### src/rtl/ps2kb_pkg.sv
package ps2kb_pkg;

    localparam int unsigned FRAME_BITS = 11;
    localparam logic [7:0]  PFX_EXT    = 8'hE0;
    localparam logic [7:0]  PFX_BRK    = 8'hF0;

    typedef struct packed {
        logic       brk;
        logic       ext;
        logic [7:0] code;
    } key_evt_t;

    // bit 0 start, bits 8:1 data, bit 9 parity, bit 10 stop
    function automatic logic frame_good(input logic [FRAME_BITS-1:0] f);
        return (~f[0]) & f[10] & (^f[9:1]);
    endfunction

    function automatic logic is_prefix(input logic [7:0] b);
        return (b == PFX_EXT) || (b == PFX_BRK);
    endfunction

endpackage

### src/rtl/ps2kb_sync_filter.sv
module ps2kb_sync_filter #(
    parameter int unsigned FILT_LEN = 4
) (
    input  logic clk,
    input  logic rst,
    input  logic line_clk,
    input  logic line_dat,
    output logic fall,
    output logic bit_val
);
    localparam int unsigned CW = $clog2(FILT_LEN + 1);

    logic          clk_s1, clk_s2, dat_s1, dat_s2;
    logic          clk_f;
    logic [CW-1:0] cnt;

    always_ff @(posedge clk) begin
        if (rst) begin
            clk_s1  <= 1'b1;
            clk_s2  <= 1'b1;
            dat_s1  <= 1'b1;
            dat_s2  <= 1'b1;
            clk_f   <= 1'b1;
            cnt     <= '0;
            fall    <= 1'b0;
            bit_val <= 1'b1;
        end else begin
            clk_s1 <= line_clk;
            clk_s2 <= clk_s1;
            dat_s1 <= line_dat;
            dat_s2 <= dat_s1;
            fall   <= 1'b0;
            if (clk_s2 != clk_f) begin
                if (cnt == CW'(FILT_LEN - 1)) begin
                    clk_f   <= clk_s2;
                    cnt     <= '0;
                    fall    <= clk_f;
                    bit_val <= dat_s2;
                end else begin
                    cnt <= cnt + 1'b1;
                end
            end else begin
                cnt <= '0;
            end
        end
    end

    AST_FALL_LEAVES_LOW: assert property (@(posedge clk) disable iff (rst)
        fall |-> !clk_f);

endmodule

### src/rtl/ps2kb_frame_rx.sv
module ps2kb_frame_rx
    import ps2kb_pkg::*;
#(
    parameter int unsigned TIMEOUT_CYC = 200000
) (
    input  logic       clk,
    input  logic       rst,
    input  logic       fall,
    input  logic       din,
    output logic       byte_vld,
    output logic [7:0] byte_out,
    output logic       frm_err
);
    localparam int unsigned TW = $clog2(TIMEOUT_CYC + 1);
    localparam logic [3:0]  LAST = 4'(FRAME_BITS - 1);

    logic [FRAME_BITS-2:0] sr;
    logic [3:0]            bit_cnt;
    logic [TW-1:0]         idle_cnt;
    logic [FRAME_BITS-1:0] frame;

    assign frame = {din, sr};

    always_ff @(posedge clk) begin
        if (rst) begin
            sr       <= '0;
            bit_cnt  <= '0;
            idle_cnt <= '0;
            byte_vld <= 1'b0;
            byte_out <= '0;
            frm_err  <= 1'b0;
        end else begin
            byte_vld <= 1'b0;
            frm_err  <= 1'b0;
            if (fall) begin
                idle_cnt <= '0;
                if (bit_cnt == LAST) begin
                    bit_cnt <= '0;
                    if (frame_good(frame)) begin
                        byte_vld <= 1'b1;
                        byte_out <= frame[8:1];
                    end else begin
                        frm_err <= 1'b1;
                    end
                end else begin
                    sr      <= {din, sr[FRAME_BITS-2:1]};
                    bit_cnt <= bit_cnt + 1'b1;
                end
            end else if (bit_cnt != '0) begin
                if (idle_cnt == TW'(TIMEOUT_CYC - 1)) begin
                    bit_cnt  <= '0;
                    idle_cnt <= '0;
                end else begin
                    idle_cnt <= idle_cnt + 1'b1;
                end
            end else begin
                idle_cnt <= '0;
            end
        end
    end

    AST_ONE_RESULT: assert property (@(posedge clk) disable iff (rst)
        (fall && bit_cnt == LAST) |=> (byte_vld != frm_err));
    AST_ERR_REARMS: assert property (@(posedge clk) disable iff (rst)
        frm_err |-> (bit_cnt == '0));
    AST_WDOG_BOUND: assert property (@(posedge clk) disable iff (rst)
        idle_cnt < TW'(TIMEOUT_CYC));

endmodule

### src/rtl/ps2kb_prefix_decode.sv
module ps2kb_prefix_decode
    import ps2kb_pkg::*;
(
    input  logic       clk,
    input  logic       rst,
    input  logic       byte_vld,
    input  logic [7:0] byte_in,
    input  logic       frm_err,
    output logic       evt_vld,
    output key_evt_t   evt
);
    logic pend_brk, pend_ext;

    always_ff @(posedge clk) begin
        if (rst) begin
            pend_brk <= 1'b0;
            pend_ext <= 1'b0;
            evt_vld  <= 1'b0;
            evt      <= '0;
        end else begin
            evt_vld <= 1'b0;
            if (frm_err) begin
                pend_brk <= 1'b0;
                pend_ext <= 1'b0;
            end else if (byte_vld) begin
                if (byte_in == PFX_EXT) begin
                    pend_ext <= 1'b1;
                end else if (byte_in == PFX_BRK) begin
                    pend_brk <= 1'b1;
                end else begin
                    evt_vld  <= 1'b1;
                    evt.brk  <= pend_brk;
                    evt.ext  <= pend_ext;
                    evt.code <= byte_in;
                    pend_brk <= 1'b0;
                    pend_ext <= 1'b0;
                end
            end
        end
    end

    AST_CODE_GIVES_EVT: assert property (@(posedge clk) disable iff (rst)
        (byte_vld && !is_prefix(byte_in)) |=> evt_vld);
    AST_PREFIX_SILENT: assert property (@(posedge clk) disable iff (rst)
        (byte_vld && is_prefix(byte_in)) |=> !evt_vld);
    AST_FLAGS_CLEAR: assert property (@(posedge clk) disable iff (rst)
        evt_vld |-> (!pend_brk && !pend_ext));
    AST_ERR_FLUSH: assert property (@(posedge clk) disable iff (rst)
        frm_err |=> (!pend_brk && !pend_ext));

endmodule

### src/rtl/ps2kb_receiver.sv
module ps2kb_receiver
    import ps2kb_pkg::*;
#(
    parameter int unsigned FILT_LEN    = 4,
    parameter int unsigned TIMEOUT_CYC = 200000
) (
    input  logic       clk,
    input  logic       rst,
    input  logic       ps2_clk_in,
    input  logic       ps2_data_in,
    output logic       key_valid,
    output logic [7:0] key_code,
    output logic       key_release,
    output logic       key_extended,
    output logic       frame_err
);
    logic       fall, bit_val, byte_vld;
    logic [7:0] byte_val;
    key_evt_t   evt;

    ps2kb_sync_filter #(.FILT_LEN(FILT_LEN)) u_sync (
        .clk(clk), .rst(rst), .line_clk(ps2_clk_in), .line_dat(ps2_data_in),
        .fall(fall), .bit_val(bit_val)
    );

    ps2kb_frame_rx #(.TIMEOUT_CYC(TIMEOUT_CYC)) u_rx (
        .clk(clk), .rst(rst), .fall(fall), .din(bit_val),
        .byte_vld(byte_vld), .byte_out(byte_val), .frm_err(frame_err)
    );

    ps2kb_prefix_decode u_dec (
        .clk(clk), .rst(rst), .byte_vld(byte_vld), .byte_in(byte_val),
        .frm_err(frame_err), .evt_vld(key_valid), .evt(evt)
    );

    assign key_code     = evt.code;
    assign key_release  = evt.brk;
    assign key_extended = evt.ext;

    AST_EVT_ERR_EXCL: assert property (@(posedge clk) disable iff (rst)
        !(key_valid && frame_err));

endmodule

### config.mk
export PLATFORM = sky130hd
export DESIGN_NAME = ps2kb_receiver
export DESIGN_NICKNAME = d
export VERILOG_FILES = /design/src/rtl/ps2kb_pkg.sv /design/src/rtl/ps2kb_sync_filter.sv /design/src/rtl/ps2kb_frame_rx.sv /design/src/rtl/ps2kb_prefix_decode.sv /design/src/rtl/ps2kb_receiver.sv
export SDC_FILE = /design/constraint.sdc
export NUM_CORES = 1
export LEC_CHECK = 0
export ABC_AREA = 1
export CELL_PAD_IN_SITES_DETAIL_PLACEMENT = 0
export CELL_PAD_IN_SITES_GLOBAL_PLACEMENT = 1
export CORE_AREA = 2 2 84 86
export CTS_CLUSTER_SIZE = 30
export DETAILED_ROUTE_END_ITERATION = 10
export DIE_AREA = 0 0 86 88
export PLACE_DENSITY_LB_ADDON = 0.1
export SKIP_LAST_GASP = 1
export SYNTH_ARGS = -nofsm -noshare
export SYNTH_HDL_FRONTEND = slang
export SYNTH_SLANG_ARGS = --single-unit
### constraint.sdc
create_clock -name clk -period 2.52 [get_ports clk]
set_clock_uncertainty 0.05 [all_clocks]
set_input_delay 0.63 -clock clk [delete_from_list [all_inputs] [get_ports clk]]
set_output_delay 0.63 -clock clk [all_outputs]
set_load 0.01 [all_outputs]
==> key figures <==
Finish
  – Post-Layout Cell Count: 501
  – Area grow syn2layout: 15.3%
  – Fin util: 50.9%
  – Multi-input gate area in the final layout: 1350 µm²
  – Design area: 3380 µm²
  – Final nets: 426
  – Fillers: 676
  – Register area: 1300 µm²
  – Layout cell share with drive strength beyond 1: 10.2%
  – ANT cells: 0

Floorplanning
  – Die area: 7570 µm²
  – Initial core utilization: 44.1%
  – Die width: 86 µm
  – Chip Height: 88 µm
  – I/O pins: 16
  – Core area: 6640 µm²
  – FP Rows: 30

Clocking
  – Number of H-tree levels: 3
  – Total CTS buffers: 9
  – Worst-skew pair later-pin latency: 0.35 ns
  – Clock-pin slew on the worst setup and hold paths: 0.07 ns
  – # hold bufs at CTS: 0
  – CTS tree: done
  – CTS sink count: 65
  – Post-CTS Setup Inserts: 0
  – Root buffer cell: clkbuf_8
  – CTS resizes: 0
  – Clock Tree Buf Depth: 2

Drt
  – Routed WL: 5600 µm
  – Average routed wire per standard cell: 11.2 µm
  – # DRC: 0
  – Final ANT Viol Nets: 0
  – Starting DRC count in detailed routing: 131
  – Drt first pass iters: 4
  – Routed vias: 2436
  – Vias per Instance: 4.86

Critical path
  – CP Capture Type: output port
  – Slowest-stage cell, CP: clkdlybuf4s50_1
  – Max Fanout on Critical Path: 4
  – Crit-path leading delay family: buffers and inverters
  – CP startpoint kind: register
  – Critical path required time: 1.84 ns
  – CP arrival: 1.29 ns
  – Worst path cell trace: clkdlybuf4s50_1
  – Slowest stage delay, CP: 0.56 ns
  – WP buf/inv: 1
  – Critical path type: reg -> out

Synthesis
  – Syn Area/Cell: 7.37 µm²
  – Synth Area in Compound Gates: 10.1%
  – Number of synthesized flops with an enable pin: 0
  – Ys async rst share: 0%
  – Post-synthesis instance area: 2930 µm²
  – Commonest register cell after synthesis: dfxtp_1
  – Netlist cell types: 31
  – Count leader, synth: nand2_1
  – Mapped Nets: 408
  – Sequential fraction of the synthesis area: 44.4%
  – Synth area leader: dfxtp_1
  – Synth top area share: 44.4%
  – Largest family of logic cells by synthesized area: simple AND/OR/NAND/NOR gates
  – Post-Synth Simple-Gate Area: 30.8%
  – Post-synthesis mux area share: 0%
  – Top cell types by occurrence after synthesis: nand2_1, dfxtp_1, inv_1
  – YS warnings: 0
  – XOR/XNOR share of the synthesized area: 2.69%
  – Post-synthesis adder-cell area fraction: 2.56%
  – Largest cells by area after synthesis: dfxtp_1, nand2_1, inv_1
  – Mapped Cells: 398
  – Synth Register Bits: 65

Timing
  – TNS Setup: 0 ns
  – RSZ-0062 raised after global routing: no
  – Final min period: 1.97 ns
  – Slew @ Worst Pin: 1.17 ns
  – Max_slew headroom: 21.6%
  – Crit share post-route: 78.2%
  – Final Max Slew Viols: 0
  – # setup viols final: 0
  – Max Clk Rate: 507 MHz
  – Hold Violations, Final: 0

Place
  – Post-DP Area: 3150 µm²
  – PortBufs: 15
  – Final Wtd Congestion: 0.774
  – Dpl hpwl: 3970 µm
  – Placed Instances: 485

Power
  – Power Density: 614 nW/µm²
  – Max VDD drop: 0.345 mV
  – Lkg Pwr: 1.40 nW

GRT
  – Total global routing overflow: 0
  – Total GRT Usage: 17.0%
  – Initial antenna violation count: 0
  – First-pass GRT wire length: 10000 µm
  – Vias in the first global route: 2250
  – Largest net degree at the start of global routing: 32

Worst hold path
  – Hold crit path type: reg -> reg

Flow run
  – Max cap viols: 0

Run status
  – Run status: finished, final reports clean
[per-layer routing]
metal  vias up  track usage (%)  part of all wire, %
met2        25             27.2                   46
met5         -                0                    0
met4         0             9.52                  2.0
met3        10             3.96                  2.7
met1      1087             21.2                   49
li1       1314                -                    -
[area by class of cell]
class	count	share of cell area (%)
clock buffers	10	4.07
clock inverters	6	2.70
inverters	60	6.66
multi-input cells	262	40.0
flip-flops and latches	65	38.5
well taps	80	2.96
repair buffers	18	5.11
[where the power goes]
group          internal, mW  leakage, nW  switching (mW)
Sequential             1.03        0.524         0.00126
Combinational        0.0141        0.755          0.0196
Clock                 0.587        0.116           0.426
Total                  1.63         1.40           0.447
[worst paths after layout]
kind / from / to / slack [ns] / depth (start not counted)
worst max-delay path: u_rx.frm_err / frame_err / 0.55 / 1
worst min-delay path: u_sync.clk_s1 / u_sync.clk_s2 / 0.36 / 1
worst max register to register: u_rx.byte_out[2] / u_dec.evt[7] / 0.59 / 7
worst min register to register: u_sync.clk_s1 / u_sync.clk_s2 / 0.36 / 1
[cells in the final DEF (no fill, tap or decap), drive strengths merged, types with 9 or more instances in the layout]
master         synthesis  layout
nand4                 14      14
inv                   60      60
clkbuf                 7      10
nor3                   9       9
clkdlybuf4s50          0      15
nand2                 77      77
dfxtp                 65      65
nand3                 28      28
o21ai                 17      17
nor2                  49      49
a21oi                 36      36
[state kept, by name, indices dropped and copies added, names as in the netlist, 3 cells and up]
register       cells
u_sync.cnt         3
u_rx.idle_cnt     18
u_dec.evt         10
u_rx.byte_out      8
u_rx.bit_cnt       4
u_rx.sr           10
[through the flow]
step           hold slack [ns]  setup WS, ns  total power, mW
5_1_grt                  0.369         0.294             2.16
6_report                 0.361         0.549             2.08
3_5_place_dp             0.346         0.556             1.09
2_1_floorplan            0.339          1.03             1.08
3_3_place_gp             0.345         0.557             1.09
4_1_cts                  0.365         0.522             2.11
[cell families after synthesis]
| logic type | count (synthesis) |
|---|---|
| buffers and inverters | 71 |
| AO/OA/AOI/OAI | 56 |
| AND/OR/NAND/NOR | 191 |
| XOR/XNOR | 9 |
| flip-flops | 65 |
| adder cells (fa/ha/maj) | 6 |
(Power assumes the default switching activity.)
